$ cat src/rtl/sram_ctrl_pkg.sv
package sram_ctrl_pkg;

  typedef enum logic [2:0] {
    ST_IDLE = 3'd0,
    ST_WSET = 3'd1,
    ST_WPUL = 3'd2,
    ST_WHLD = 3'd3,
    ST_RACC = 3'd4,
    ST_RTRN = 3'd5
  } st_e;

  typedef struct packed {
    logic ce_n;
    logic oe_n;
    logic we_n;
    logic dq_oe;
  } pins_t;

  localparam pins_t PINS_IDLE = '{ce_n: 1'b1, oe_n: 1'b1, we_n: 1'b1, dq_oe: 1'b0};

  function automatic int unsigned max2(int unsigned a, int unsigned b);
    return (a > b) ? a : b;
  endfunction

  // strobe levels per state
  function automatic pins_t pins_of(st_e s);
    pins_t p;
    p = PINS_IDLE;
    unique case (s)
      ST_WSET, ST_WHLD: begin p.ce_n = 1'b0; p.dq_oe = 1'b1; end
      ST_WPUL:          begin p.ce_n = 1'b0; p.dq_oe = 1'b1; p.we_n = 1'b0; end
      ST_RACC:          begin p.ce_n = 1'b0; p.oe_n = 1'b0; end
      default:          p = PINS_IDLE;
    endcase
    return p;
  endfunction

endpackage

$ cat src/rtl/sram_ctrl_timer.sv
module sram_ctrl_timer #(
  parameter int unsigned CW = 4
) (
  input  logic          clk_i,
  input  logic          rst_ni,
  input  logic          load_i,
  input  logic [CW-1:0] val_i,
  output logic          zero_o
);
  logic [CW-1:0] cnt_q;

  always_ff @(posedge clk_i or negedge rst_ni) begin
    if (!rst_ni)            cnt_q <= '0;
    else if (load_i)        cnt_q <= val_i;
    else if (cnt_q != '0)   cnt_q <= cnt_q - 1'b1;
  end

  assign zero_o = (cnt_q == '0);
endmodule

$ cat src/rtl/sram_ctrl_fsm.sv
module sram_ctrl_fsm
  import sram_ctrl_pkg::*;
#(
  parameter int unsigned T_AS = 1,
  parameter int unsigned T_PW = 2,
  parameter int unsigned T_AH = 1,
  parameter int unsigned T_RD = 2,
  parameter int unsigned T_TA = 1,
  parameter int unsigned CW   = 4
) (
  input  logic clk_i,
  input  logic rst_ni,
  input  logic req_i,
  input  logic we_i,
  output st_e  st_o,
  output st_e  st_nxt_o,
  output logic take_o,
  output logic cap_o,
  output logic wdone_o
);
  st_e           st_q, st_d;
  logic          load;
  logic [CW-1:0] ld_val;
  logic          zero;

  sram_ctrl_timer #(.CW(CW)) u_timer (
    .clk_i  (clk_i),
    .rst_ni (rst_ni),
    .load_i (load),
    .val_i  (ld_val),
    .zero_o (zero)
  );

  always_comb begin
    st_d    = st_q;
    load    = 1'b0;
    ld_val  = '0;
    take_o  = 1'b0;
    cap_o   = 1'b0;
    wdone_o = 1'b0;
    unique case (st_q)
      ST_IDLE: if (req_i) begin
        take_o = 1'b1;
        load   = 1'b1;
        if (we_i) begin st_d = ST_WSET; ld_val = CW'(T_AS - 1); end
        else      begin st_d = ST_RACC; ld_val = CW'(T_RD - 1); end
      end
      ST_WSET: if (zero) begin st_d = ST_WPUL; load = 1'b1; ld_val = CW'(T_PW - 1); end
      ST_WPUL: if (zero) begin st_d = ST_WHLD; load = 1'b1; ld_val = CW'(T_AH - 1); end
      ST_WHLD: if (zero) begin st_d = ST_IDLE; wdone_o = 1'b1; end
      ST_RACC: if (zero) begin
        st_d   = ST_RTRN;
        load   = 1'b1;
        ld_val = CW'(T_TA - 1);
        cap_o  = 1'b1;  // last cycle of the access window
      end
      ST_RTRN: if (zero) st_d = ST_IDLE;
      default: st_d = ST_IDLE;
    endcase
  end

  always_ff @(posedge clk_i or negedge rst_ni) begin
    if (!rst_ni) st_q <= ST_IDLE;
    else         st_q <= st_d;
  end

  assign st_o     = st_q;
  assign st_nxt_o = st_d;
endmodule

$ cat src/rtl/sram_ctrl_io.sv
module sram_ctrl_io
  import sram_ctrl_pkg::*;
#(
  parameter int unsigned ADDR_W = 11,
  parameter int unsigned DATA_W = 8
) (
  input  logic              clk_i,
  input  logic              rst_ni,
  input  st_e               st_nxt_i,
  input  logic              take_i,
  input  logic              cap_i,
  input  logic              wdone_i,
  input  logic [ADDR_W-1:0] addr_i,
  input  logic [DATA_W-1:0] wdata_i,
  input  logic [DATA_W-1:0] dq_i,
  output pins_t             pins_o,
  output logic [ADDR_W-1:0] addr_o,
  output logic [DATA_W-1:0] dq_o,
  output logic [DATA_W-1:0] rdata_o,
  output logic              done_o
);
  pins_t             pins_q;
  logic [ADDR_W-1:0] addr_q;
  logic [DATA_W-1:0] wdata_q, rdata_q;
  logic              done_q;

  // strobes registered from next state: glitch-free, aligned with state
  always_ff @(posedge clk_i or negedge rst_ni) begin
    if (!rst_ni) pins_q <= PINS_IDLE;
    else         pins_q <= pins_of(st_nxt_i);
  end

  always_ff @(posedge clk_i or negedge rst_ni) begin
    if (!rst_ni) begin
      addr_q  <= '0;
      wdata_q <= '0;
    end else if (take_i) begin
      addr_q  <= addr_i;
      wdata_q <= wdata_i;
    end
  end

  always_ff @(posedge clk_i or negedge rst_ni) begin
    if (!rst_ni) begin
      rdata_q <= '0;
      done_q  <= 1'b0;
    end else begin
      if (cap_i) rdata_q <= dq_i;
      done_q <= cap_i | wdone_i;
    end
  end

  assign pins_o  = pins_q;
  assign addr_o  = addr_q;
  assign dq_o    = wdata_q;
  assign rdata_o = rdata_q;
  assign done_o  = done_q;
endmodule

$ cat src/rtl/sram_ctrl.sv
module sram_ctrl
  import sram_ctrl_pkg::*;
#(
  parameter int unsigned ADDR_W = 11,
  parameter int unsigned DATA_W = 8,
  parameter int unsigned T_AS   = 1,
  parameter int unsigned T_WP   = 2,
  parameter int unsigned T_DW   = 2,
  parameter int unsigned T_AH   = 1,
  parameter int unsigned T_RD   = 2,
  parameter int unsigned T_TA   = 1
) (
  input  logic              clk_i,
  input  logic              rst_ni,
  input  logic              req_i,
  input  logic              we_i,
  input  logic [ADDR_W-1:0] addr_i,
  input  logic [DATA_W-1:0] wdata_i,
  output logic              ready_o,
  output logic              done_o,
  output logic [DATA_W-1:0] rdata_o,
  output logic              sram_ce_no,
  output logic              sram_oe_no,
  output logic              sram_we_no,
  output logic [ADDR_W-1:0] sram_addr_o,
  output logic [DATA_W-1:0] sram_dq_o,
  output logic              sram_dq_oe_o,
  input  logic [DATA_W-1:0] sram_dq_i
);
  localparam int unsigned T_PW  = max2(T_WP, T_DW);
  localparam int unsigned T_MAX = max2(max2(T_AS, T_PW), max2(max2(T_AH, T_RD), T_TA));
  localparam int unsigned CW    = $clog2(T_MAX + 1) + 1;

  st_e   st, st_nxt;
  logic  take, cap, wdone;
  pins_t pins;

  sram_ctrl_fsm #(
    .T_AS(T_AS), .T_PW(T_PW), .T_AH(T_AH), .T_RD(T_RD), .T_TA(T_TA), .CW(CW)
  ) u_fsm (
    .clk_i    (clk_i),
    .rst_ni   (rst_ni),
    .req_i    (req_i),
    .we_i     (we_i),
    .st_o     (st),
    .st_nxt_o (st_nxt),
    .take_o   (take),
    .cap_o    (cap),
    .wdone_o  (wdone)
  );

  sram_ctrl_io #(.ADDR_W(ADDR_W), .DATA_W(DATA_W)) u_io (
    .clk_i    (clk_i),
    .rst_ni   (rst_ni),
    .st_nxt_i (st_nxt),
    .take_i   (take),
    .cap_i    (cap),
    .wdone_i  (wdone),
    .addr_i   (addr_i),
    .wdata_i  (wdata_i),
    .dq_i     (sram_dq_i),
    .pins_o   (pins),
    .addr_o   (sram_addr_o),
    .dq_o     (sram_dq_o),
    .rdata_o  (rdata_o),
    .done_o   (done_o)
  );

  assign ready_o      = (st == ST_IDLE);
  assign sram_ce_no   = pins.ce_n;
  assign sram_oe_no   = pins.oe_n;
  assign sram_we_no   = pins.we_n;
  assign sram_dq_oe_o = pins.dq_oe;
endmodule

$ cat config.mk
export PLATFORM = sky130hd
export DESIGN_NAME = sram_ctrl
export DESIGN_NICKNAME = d
export VERILOG_FILES = /design/src/rtl/sram_ctrl_pkg.sv /design/src/rtl/sram_ctrl_timer.sv /design/src/rtl/sram_ctrl_fsm.sv /design/src/rtl/sram_ctrl_io.sv /design/src/rtl/sram_ctrl.sv
export SDC_FILE = /design/constraint.sdc
export NUM_CORES = 1
export LEC_CHECK = 0
export BUFFER_PORTS_ARGS = -buffer_cell sky130_fd_sc_hd__buf_4
export CAP_MARGIN = 20
export CORE_MARGIN = 2
export CORE_UTILIZATION = 45
export CTS_CLUSTER_DIAMETER = 60
export CTS_CLUSTER_SIZE = 8
export DETAILED_ROUTE_END_ITERATION = 10
export GPL_ROUTABILITY_DRIVEN = 1
export MAX_ROUTING_LAYER = met4
export PLACE_DENSITY = 0.75
export SLEW_MARGIN = 20
export SYNTH_ARGS = -nofsm -noshare
export SYNTH_HDL_FRONTEND = slang
export SYNTH_SLANG_ARGS = --single-unit
$ cat constraint.sdc
create_clock -name clk_i -period 2.2 [get_ports clk_i]
set_input_delay 0.11 -clock clk_i [delete_from_list [all_inputs] [get_ports clk_i]]
set_output_delay 0.11 -clock clk_i [all_outputs]
set_load 0.01 [all_outputs]
After elaboration in Yosys (flattened, before gate mapping)

Index checks and enable logic that the tools add are counted.

Add/subtract/negate cells: 1
Equality and inequality tests: 9
Multiplexer cells: 23
Bitwise logic cells: 1
Reductions and logical operators: 8

Operators with widths:

| kind                                              | count |
|---|---|
| 2-to-1 mux 3 bit                                  | 9 |
| case mux 3 bit (5 select lines)                   | 1 |
| == test 3 x 2 -> 1 bit (second input constant)    | 4 |
| 2-to-1 mux 1 bit                                  | 11 |
| == test 3 bit (second input constant)             | 3 |
| == test 3 x 1 -> 1 bit (second input constant)    | 2 |
| logical NOT 3 bit                                 | 2 |
| case mux 3 bit (2 select lines)                   | 1 |
| OR reduction 3 bit                                | 2 |
| OR reduction 4 bit                                | 1 |
| nonzero test 3 bit                                | 1 |
| subtractor 3 x 1 -> 3 bit (second input constant) | 1 |
| case mux 1 bit (2 select lines)                   | 1 |
| nonzero test 2 bit                                | 1 |
| OR reduction 2 bit                                | 1 |
| bitwise OR 1 bit                                  | 1 |

Register bits: 38
Output and inout port bits: 33
Word-level logic and storage cells: 52

Logic depth before layout (Yosys ltp)

Gate-level depths: netlist of run 1.

Word-level depth: 6
Gate-level depth with buffers: 7

Cells and area by module

Synthesis of run 1 repeated with hierarchy kept, for this count alone.

Cells, all modules: 120
Area total of the unflattened synthesis: 1680.4 um^2

By module, submodules not included:

| module          | instances | cells an instance | area each (um^2) | seq. area each (um^2) |
|---|---|---|---|---|
| sram_ctrl_io    | 1         | 69                | 1216.2           | 804.5 |
| sram_ctrl_fsm   | 1         | 29                | 254.0            | 75.1 |
| sram_ctrl_timer | 1         | 21                | 200.2            | 75.1 |
| sram_ctrl       | 1         | 1                 | 10.0             | 0.0 |

Worst setup path after synthesis of run 1

OpenSTA, ideal clock, no wires.

Kind: register to register
Start: register u_fsm.st_q[0], in the netlist u_fsm.st_o[0]
End: register u_io.addr_q[0], in the netlist u_io.addr_o[0]
Setup time: 0.125 ns
Arrival time: 1.457 ns
Required time: 2.075 ns
Path slack: 0.619 ns
Cell stages (with the launch flop): 5
Path buffers: 1
Clock period less this slack: 1.581 ns
Cell sequence: dfrtp_1 nor3_2 and2_1 buf_4 mux2_2

Longest elaborated chain between the ends: 2

Ends and longest elaborated chain:

| item                   | line                | source |
|---|---|---|
| from (decl)            | sram_ctrl_fsm.sv:21 | `st_e st_q, st_d;` |
| from (signal assigned) | sram_ctrl_fsm.sv:64 | `else st_q <= st_d;` |
| logical NOT 3 bit      | --                  |  |
| named net ready_o      | sram_ctrl.sv:19     | `output logic ready_o,` |
| 2-to-1 mux 1 bit       | sram_ctrl_fsm.sv:41 | `unique case (st_q)` |
| to (signal assigned)   | sram_ctrl_io.sv:38  | `addr_q <= addr_i;` |
| to (decl)              | sram_ctrl_io.sv:23  | `logic [ADDR_W-1:0] addr_q;` |

The timed path passes the listed nets, and every way through them passes these cells.
A chain may end at the register's enable or synchronous reset.

Worst setup path in the final report of run 1

Start: register u_fsm.st_q[0], in the netlist u_fsm.st_o[0]
End: register u_fsm.u_timer.cnt_q[0]

Longest elaborated chain between the ends: 4
Elaborated cells between the ends (all ways): 9
Classes of those cells: 3 x eq/ne; 3 x mux; 3 x reduce/logical

Ends and longest elaborated chain:

| item                                                   | line                  | source |
|---|---|---|
| == test 3 x 1 -> 1 bit, or another cell as far along   | sram_ctrl_fsm.sv:41   |  |
| OR reduction 3 bit (no line)                           | --                    |  |
| case mux 1 bit (2 select lines)                        | sram_ctrl_fsm.sv:41   |  |
| 2-to-1 mux 3 bit or nonzero test 2 bit (tied branches) | --                    |  |
| to (signal assigned)                                   | sram_ctrl_timer.sv:14 | `else if (load_i) cnt_q <= val_i;` |
| to (signal assigned)                                   | sram_ctrl_timer.sv:15 | `else if (cnt_q != '0) cnt_q <= cnt_q - 1'b1;` |
| to (decl)                                              | sram_ctrl_timer.sv:10 | `logic [CW-1:0] cnt_q;` |

Several ways; a longest one is shown, not always the timed one.

==> flow_metrics.py, run 1 <==
metrics = {
    "worst_setup_path": {
        "cp_num_buf_inv": 1,
        "crit_fanout": 15,
        "max_stage_delay_ns": 0.61,
        "critPathCaptureType": "flip-flop",
        "worstSetupStartpointType": "flip-flop",
        "r2r_setup_slack_ns": 0.49,
        "crit_type": "flip-flop to flip-flop",
        "crit_required_ns": 2.46,
        "path_cells": "nor3_2 -> and2_1 -> buf_4 -> o41a_1 -> o21ai_1",
        "arrival_ns": 1.97,
        "crit_slowest_cell": "dfrtp_1",
        "critPathTopFamily": "flip-flops",
    },
    "synthesis": {
        "synth.avg_cell_area_um2": 12.87,
        "ys_types": 35,
        "ys_seq_area_share_pct": 58.87,
        "syn_nets": 159,
        "synth_adder_area_share_pct": 1.543,
        "syn_inst": 126,
        "synthMuxAreaShare_pct": 18.75,
        "synth_warnings": 0,
        "synth-simple-area-share_pct": 9.491,
        "synth_top_family_by_area": "multiplexers",
        "synth_xor_area_share_pct": 0.5401,
        "synth_compound_area_share_pct": 7.562,
        "syn_area_mm2": 0.001622,
        "ys_ff_latch": 38,
    },
    "sta": {
        "min_period_over_period_pct": 77.73,
        "worst_pin_slew_ns": 0.4556,
        "max_freq_mhz": 584.7,
        "max_slew_margin_pct": 69.63,
        "tns_ns": 0,
        "rsz0062_at_grt": "no",
        "fin_crit_ns": 1.710,
        "maxSlewViolCount": 0,
        "final.setup_skew_ns": 0.01459,
        "finalSetupViolations": 0,
        "timing.final.hold_violations": 0,
    },
    "drt": {
        "routedWlPerCell_um": 14.60,
        "drc_errors": 0,
        "vias": 1321,
        "vias_per_cell": 4.948,
        "dr.first_iter.drc_count": 46,
        "ant_nets": 0,
        "drt-pass1-iter-count": 4,
        "postRouteWirelength_um": 3899,
    },
    "finish": {
        "fin_nets": 253,
        "fin_area_mm2": 0.002500,
        "final_common_cell": "buf_4",
        "drive_above_1_share_pct": 47.96,
        "final_cells": 267,
        "final_cell_mix": "67 x buf_4, 35 x dfrtp_1, 27 x dlygate4sd3_1",
        "synthToLayoutAreaGrowth_pct": 54.17,
        "n_antenna_cell": 0,
    },
    "clocking": {
        "cts_setup_buffers": 0,
        "htreeDepth": 2,
        "ctsHoldBuffers": 24,
        "clk_latency_ns": 0.34,
        "cts_tree": "yes",
        "cts.path.max_buffers": 2,
        "cts_root_buffer": "clkbuf_4",
        "ctsResizeCount": 0,
        "numCtsBuffers": 5,
        "clkTransAtPathRegs_ns": 0.10,
        "cts_num_sinks": 38,
    },
    "power_and_ir_drop": {
        "p_leak_uw": 0.001151,
        "ir_worst_vdd_mv": 0.7844,
        "powerDensity_mw_per_mm2": 1307,
    },
    "global_route": {
        "grtUsageTotal_pct": 20.59,
        "grt_max_degree": 39,
        "overflow": 0,
        "grt_pass1_wl_um": 6168,
        "grt_pass1_vias": 1310,
        "grt_antenna_before_repair": 0,
    },
    "die": {
        "core_area_mm2": 0.003390,
        "dieArea_mm2": 0.004100,
        "io_pins": 64,
        "die_height_um": 64.03,
        "initial_core_util_pct": 47.84,
        "rows": 21,
        "die_w_um": 64.03,
    },
    "hold_path": {
        "holdCritPathClass": "input port to flip-flop",
    },
    "placed_design": {
        "placed_area_mm2": 0.002145,
        "place_congestion": 0.7570,
        "dp_cells": 232,
        "place_hpwl_um": 2452,
        "portBuffers": 63,
    },
    "run": {
        "drv_cap": 0,
    },
    "status": {
        "status": "completed",
    },
}
synth_stat cells, drive strengths merged:
library cell | instances | share of area (%)
nand3 | 2 | 0.93
or4 | 1 | 0.46
clkbuf | 2 | 0.46
dfstp | 3 | 4.9
a32o | 1 | 0.62
a32oi | 1 | 0.54
a221oi | 1 | 0.54
nand2b | 1 | 0.39
and2 | 2 | 0.77
nor2 | 8 | 1.9
or2 | 1 | 0.39
nor3 | 3 | 1.2
dfrtp | 35 | 54
o41a | 1 | 0.69
nor2b | 2 | 0.77
a21oi | 4 | 1.2
o211ai | 1 | 0.46
nor4 | 1 | 0.39
xnor2 | 1 | 0.54
a22oi | 1 | 0.46
o211a | 1 | 0.62
nand2 | 6 | 1.4
buf | 5 | 1.9
inv | 4 | 0.93
o31ai | 1 | 0.46
nand3b | 2 | 0.93
mux2 | 27 | 19
o21ai | 5 | 1.5
a31oi | 1 | 0.39
ha | 2 | 1.5
worst reg2reg max path: stages (launching register included):
cell     delay [ns]
dfrtp_1        0.61
nor3_2         0.12
and2_1         0.19
buf_4          0.19
o41a_1         0.40
o21ai_1        0.13
where the power goes:
| part | switching, uW | total (uW) | internal (uW) | leakage, uW |
|---|---|---|---|---|
| clock | 211 | 482 | 271 | 0.0000455 |
| sequential | 231 | 1280 | 1050 | 0.000448 |
| combinational | 657 | 1510 | 848 | 0.000657 |
routing by layer:
layer / vias up / wire length (um) / GRT usage, %
met5: - / 0 / -
met4: 0 / 69 / 8.967
met3: 8 / 180 / 3.697
met2: 48 / 2108 / 35.94
met1: 636 / 1541 / 23.02
li1: 629 / - / -
final cells by class:
cell class                 instances  area (um2)
sequential                        38       954.7
timing repair buffer              94       773.2
clock inverter                     1       30.03
multi-input combinational         77       614.3
inverter                           4       15.01
tap                               46       57.56
fill                             224       889.6
clock buffer                       7       55.05
kinds of logic (layout without fill, tap and decap cells):
family,after synthesis,in the layout
and+or+nand+nor,29,29
DFF,38,38
AOI/OAI and AO/OA,18,18
adders and majority gates,2,2
xor gates and xnor gates,1,1
buffers and inverters,11,106
muxes,27,27
through the flow:
stage                     total power [uW]  setup slack (ns)  hold slack (ns)  util, %
after floorplan                       2077            0.6186          -0.1856        -
after global placement                2684            0.5815          0.09182    63.27
after detailed placement              2751            0.5104          0.09675    63.27
after CTS                             3273            0.4852         0.001379    72.87
after global routing                  3487            0.4118         0.001763    73.75
final                                 3268            0.4898          0.02519    73.75
worst paths after layout:
check	from	to	cells after the start
worst max-delay path	u_fsm.st_o[0]	u_fsm.u_timer.cnt_q[0]	5
worst min-delay path	addr_i[2]	u_io.addr_o[2]	2
worst min register to register	u_fsm.u_timer.cnt_q[1]	u_fsm.u_timer.cnt_q[1]	2
worst max register to register	u_fsm.st_o[0]	u_fsm.u_timer.cnt_q[0]	5
max in group asynchronous	rst_ni	u_io.pins_o[3]	2
min in group asynchronous	rst_ni	u_io.rdata_o[1]	2
state kept, by name, indices dropped and copies added (netlist names):
| signal | count |
|---|---|
| u_io.pins_o | 4 |
| u_fsm.st_o | 3 |
| u_fsm.u_timer.cnt_q | 3 |
| u_io.dq_o | 8 |
| u_io.done_o | 1 |
| u_io.addr_o | 11 |
| u_io.rdata_o | 8 |
(Power assumes the default switching activity.)
==> inputs of run 2 (changes only) <==
clock period = 1.75 ns   (was 2.2 ns; I/O delays follow)
==> run 2 against run 1 <==
Effect of this change: first-iteration DRC count is 20% lower; die area is the same; utilization increased by 0.63 points; non-clock buffer count up 5; clock-buffer cell count shrank 1; cell area is 0.85% higher; wire length is 5.0% higher; critical path type unchanged; sequential share of layout area is 0.32 points lower.
==> flow_metrics.py, run 2 (synthesis gave the netlist of run 1 again) <==
metrics = {
    "finish": {
        "n_antenna_cell": 0,
        "synthToLayoutAreaGrowth_pct": 55.48,
        "nFillCells": 209,
        "fin_nets": 258,
        "final_cell_mix": "71 x buf_4, 35 x dfrtp_1, 28 x dlygate4sd3_1",
        "final_common_cell": "buf_4",
        "drive_above_1_share_pct": 49.56,
        "largest_register_ffs": 11,
    },
    "drt": {
        "ant_nets": 0,
        "drt-pass1-iter-count": 4,
        "drc_errors": 0,
        "vias_per_cell": 5.066,
        "vias": 1378,
        "postRouteWirelength_um": 4093,
        "routedWlPerCell_um": 15.05,
        "dr.first_iter.drc_count": 37,
    },
    "hold_path": {
        "min_from": "we_i",
        "holdCritPathClass": "input port to flip-flop",
    },
    "power_and_ir_drop": {
        "powerDensity_mw_per_mm2": 1613,
        "power_frac_clock_pct": 11.7,
        "p_leak_uw": 0.001164,
        "p_seq_share_pct": 38.9,
        "sw_frac_of_total_pct": 35.08,
        "combPwrFrac_pct": 49.3,
        "p_int_uw": 2639,
        "p_switching_uw": 1426,
        "ir_worst_vdd_mv": 0.8701,
    },
    "global_route": {
        "met1_usage_pct": 23.05,
        "grt_antenna_before_repair": 0,
        "gr-usage-met3_pct": 6.162,
        "grt_pass1_wl_um": 6548,
        "grt_util_met2_pct": 39.45,
        "grtUsageTotal_pct": 21.97,
        "overflow": 0,
        "busiest_layer": "met2",
        "grt_max_degree": 39,
        "grt_pass1_vias": 1403,
    },
    "worst_setup_path": {
        "critPathCaptureType": "flip-flop",
        "startpoint": "u_fsm.st_o[1]",
        "arrival_ns": 1.90,
        "r2r_setup_slack_ns": 0.09,
        "worstSetupStartpointType": "flip-flop",
        "crit_required_ns": 1.99,
        "rr_startpoint": "u_fsm.st_o[1]",
        "crit_type": "flip-flop to flip-flop",
        "crit_fanout": 10,
    },
    "sta": {
        "final.setup_skew_ns": 0.01033,
        "min_period_over_period_pct": 94.79,
        "setup_slack_ns": 0.09126,
        "max_freq_mhz": 602.9,
        "worst_pin_slew_ns": 0.4514,
        "maxSlewViolCount": 0,
        "tns_ns": 0,
        "fin_crit_ns": 1.659,
        "max_slew_margin_pct": 69.90,
        "rsz0062_at_grt": "no",
        "timing.final.hold_violations": 0,
        "finalSetupViolations": 0,
    },
    "placed_design": {
        "place_hpwl_um": 2567,
        "place_ws_ns": 0.08607,
        "place_congestion": 0.8459,
        "portBuffers": 63,
    },
    "clocking": {
        "cts.path.max_buffers": 2,
        "numCtsBuffers": 5,
        "clkTransAtPathRegs_ns": 0.11,
        "cts_num_sinks": 38,
        "cts_tree": "yes",
        "cts_root_buffer": "clkbuf_4",
        "htreeDepth": 2,
        "clk_latency_ns": 0.34,
    },
    "die": {
        "die_height_um": 64.03,
        "io_pins": 64,
        "die_w_um": 64.03,
        "rows": 21,
        "initial_core_util_pct": 47.84,
        "dieArea_mm2": 0.004100,
        "core_area_mm2": 0.003390,
    },
    "run": {
        "drv_cap": 0,
    },
    "status": {
        "status": "completed",
    },
}
run 2: what timing repair did:
item                       4_1_cts  5_1_grt
setup endpoints to repair        0        8
hold endpoints to repair        62        0
hold buffers                    28        0
setup buffers                    0        0
resized for setup                0        1
run 2: final cells by class:
class                           instances  area, um2  area share, %
Clock buffer                            6      51.30          2.035
Clock inverter                          2      12.51         0.4963
Inverter                                4      15.01         0.5955
Multi-Input combinational cell         77      616.8          24.47
Sequential cell                        38      954.7          37.87
Tap cell                               46      57.56          2.283
Timing Repair Buffer                   99      813.3          32.26
run 2: final timing paths:
kind | endpoint | cells after the start
worst max-delay path | u_fsm.u_timer.cnt_q[1] | 4
worst min-delay path | u_io.pins_o[0] | 3
worst max register to register | u_fsm.u_timer.cnt_q[1] | 4
worst min register to register | u_io.addr_o[7] | 1
max in group asynchronous | u_io.pins_o[3] | 2
min in group asynchronous | u_io.dq_o[6] | 2
run 2: through the flow:
stage | total power [uW] | hold WS, ns | util (%) | std cells | instance area, um2
after floorplan | 2612 | -0.2081 | - | 126 | 1622
after global placement | 3446 | 0.06709 | 64.16 | 236 | 2175
after detailed placement | 3549 | 0.07368 | 64.16 | 236 | 2175
after CTS | 4079 | 0.03806 | 74.31 | 272 | 2519
after global routing | 4334 | 0.04929 | 74.38 | 272 | 2521
final | 4066 | 0.05007 | 74.38 | 272 | 2521
run 2: power by group through the flow:
| stage | Combinational (uW) | Clock, uW | Sequential (uW) |
|---|---|---|---|
| final | 2010 | 478 | 1580 |
| after global routing | 2170 | 540 | 1630 |
| after CTS | 2010 | 492 | 1570 |
| after detailed placement | 1960 | 0 | 1590 |
| after global placement | 1890 | 0 | 1560 |
| after floorplan | 893 | 0 | 1720 |
run 2: critical path, stage by stage (launching register included):
cell and delay [ns]:
dfrtp_1 0.50, or4_1 0.60, a31oi_1 0.29, nand2_1 0.10, o31ai_1 0.08
run 2: per-layer routing:
metal  up-vias  share of wire, %  wire [um]
met2        66                54       2216
met5         -                 0          0
met3        12               6.3        258
met4         0               2.4         97
li1        642                 -          -
met1       658                37       1520
==> inputs of run 3 (changes only) <==
CORE_UTILIZATION = 43   (was 45)
clock period = 1.5 ns   (was 1.75 ns; I/O delays follow)
==> run 3 against run 2 <==
Effect of this change: die area is 4.4% higher; register-to-register slack worse by 0.07 ns; clock power grew 33%; non-clock buffer count decreased by 20; power is 27% higher; utilization down 8.0 points; largest power group unchanged; hold slack lost 0.029 ns; sequential share of layout area up 1.7 points; first-iteration DRC count fell by 16%; flip-flop and latch count is the same.
==> flow_metrics.py, run 3 (synthesis gave the netlist of run 1 again) <==
metrics = {
    "finish": {
        "final_cell_mix": "77 x buf_4, 35 x dfrtp_1, 25 x mux2_2",
        "drive_above_1_share_pct": 61.84,
        "n_antenna_cell": 0,
        "final_common_cell": "buf_4",
        "synthToLayoutAreaGrowth_pct": 48.84,
        "finish.utilization_pct": 66.43,
        "largest_register_ffs": 11,
        "fin_nets": 239,
    },
    "hold_path": {
        "holdCritPathClass": "input port to flip-flop",
    },
    "power_and_ir_drop": {
        "ir_worst_vdd_mv": 0.9424,
        "sw_frac_of_total_pct": 34.21,
        "p_seq_share_pct": 35.9,
        "p_int_uw": 3388,
        "power_frac_clock_pct": 12.3,
        "powerDensity_mw_per_mm2": 2134,
        "combPwrFrac_pct": 51.8,
        "p_switching_uw": 1762,
        "p_leak_uw": 0.001117,
    },
    "global_route": {
        "grtUsageTotal_pct": 17.52,
        "grt_max_degree": 39,
        "grt_antenna_before_repair": 0,
        "grt_pass1_wl_um": 5568,
        "overflow": 0,
        "grt_pass1_vias": 1317,
    },
    "sta": {
        "timing.final.hold_violations": 0,
        "fin_crit_ns": 1.480,
        "maxSlewViolCount": 0,
        "min_period_over_period_pct": 98.67,
        "finalSetupViolations": 0,
        "rsz0062_at_grt": "yes",
        "max_slew_margin_pct": 68.91,
        "worst_pin_slew_ns": 0.4663,
        "holdWs_ns": 0.02106,
        "final.setup_skew_ns": 0.006622,
        "max_freq_mhz": 675.6,
    },
    "placed_design": {
        "place_congestion": 0.9493,
        "place_hpwl_um": 2553,
        "portBuffers": 63,
    },
    "die": {
        "rows": 22,
        "die_w_um": 65.41,
        "core_area_mm2": 0.003633,
        "die_height_um": 65.41,
        "initial_core_util_pct": 44.63,
        "io_pins": 64,
        "dieArea_mm2": 0.004278,
    },
    "worst_setup_path": {
        "crit_type": "flip-flop to flip-flop",
        "arrival_ns": 1.65,
        "critPathCaptureType": "flip-flop",
        "r2r_setup_slack_ns": 0.02,
        "crit_required_ns": 1.67,
        "crit_fanout": 8,
        "worstSetupStartpointType": "flip-flop",
    },
    "clocking": {
        "cts_tree": "yes",
        "cts.path.max_buffers": 2,
        "numCtsBuffers": 5,
        "clk_latency_ns": 0.28,
        "htreeDepth": 2,
        "clkTransAtPathRegs_ns": 0.07,
        "cts_root_buffer": "clkbuf_8",
        "cts_num_sinks": 38,
    },
    "status": {
        "status": "completed",
    },
    "drt": {
        "dr.first_iter.drc_count": 31,
        "ant_nets": 0,
        "drc_errors": 0,
        "vias_per_cell": 5.039,
        "drt-pass1-iter-count": 4,
        "vias": 1285,
        "postRouteWirelength_um": 3660,
        "routedWlPerCell_um": 14.35,
    },
    "run": {
        "drv_cap": 0,
    },
}
-- run 3: cell types whose count changed in the layout (fill, tap and decap cells not counted), moves of 3 or more --
cell	previous run	this run
dlygate4sd3_1	28	1
buf_4	71	77
clkbuf_4	5	0
clkbuf_8	1	5
clkbuf_1	0	3
-- run 3: final timing paths --
check                                            start         endpoint  cells after the start
worst max-delay path            u_fsm.u_timer.cnt_q[1]  u_io.rdata_o[0]                      6
worst min-delay path                      sram_dq_i[4]  u_io.rdata_o[4]                      2
worst max register to register  u_fsm.u_timer.cnt_q[1]  u_io.rdata_o[0]                      6
worst min register to register            u_io.dq_o[5]     u_io.dq_o[5]                      1
max in group asynchronous                       rst_ni   u_io.pins_o[2]                      2
min in group asynchronous                       rst_ni   u_io.addr_o[0]                      2
-- run 3: metal layers --
layer  vias to the layer above  global-route usage (%)  part of all wire (%)
met3                         6                   5.479                   6.8
met2                        54                   32.40                    55
met5                         -                       -                     0
met1                       619                   17.85                    38
li1                        606                       -                     -
met4                         0                   4.688                  0.93
-- run 3: metrics by stage --
| step | total power [uW] | TNS [ns] | cells | cell area (um2) | setup slack [ns] |
|---|---|---|---|---|---|
| 2_1_floorplan | 3088 | 0 | 126 | 1639 | 0.02328 |
| 3_3_place_gp | 4186 | -0.01030 | 244 | 2238 | -0.005376 |
| 3_5_place_dp | 4281 | -0.2884 | 244 | 2238 | -0.03706 |
| 4_1_cts | 4990 | -0.01014 | 253 | 2349 | -0.004405 |
| 5_1_grt | 5503 | -0.1568 | 255 | 2414 | -0.03051 |
| 6_report | 5150 | 0 | 255 | 2414 | 0.01990 |
-- run 3: final cells by class --
class / instances / area, um2
clock buffer: 8 / 80.08
tap: 48 / 60.06
multi-input combinational: 78 / 704.4
sequential: 38 / 954.7
inverter: 4 / 15.01
fill: 280 / 1220
timing repair buffer: 79 / 599.3
-- run 3: worst max-delay path, cell delays in order, from the launching register on --
cell	delay, ns
dfrtp_1	0.40
inv_2	0.09
ha_4	0.15
nor2b_4	0.15
buf_6	0.13
nand3_4	0.13
mux2_4	0.33
-- run 3: power by group through the flow --
stage | clock, uW | sequential, uW | combinational, uW
floorplan | 0 | 2020 | 1070
global placement | 0 | 1810 | 2380
detailed placement | 0 | 1850 | 2430
CTS | 659 | 1840 | 2490
global route | 719 | 1910 | 2870
finish | 635 | 1850 | 2670
-- run 3: what timing repair did --
item	CTS	global route
setup buffers	0	1
endpoints found under the setup margin	14	32
hold buffers	1	0
hold endpoints to repair	35	0
gates cloned	0	1
resized for setup	5	12
pin swaps	2	3
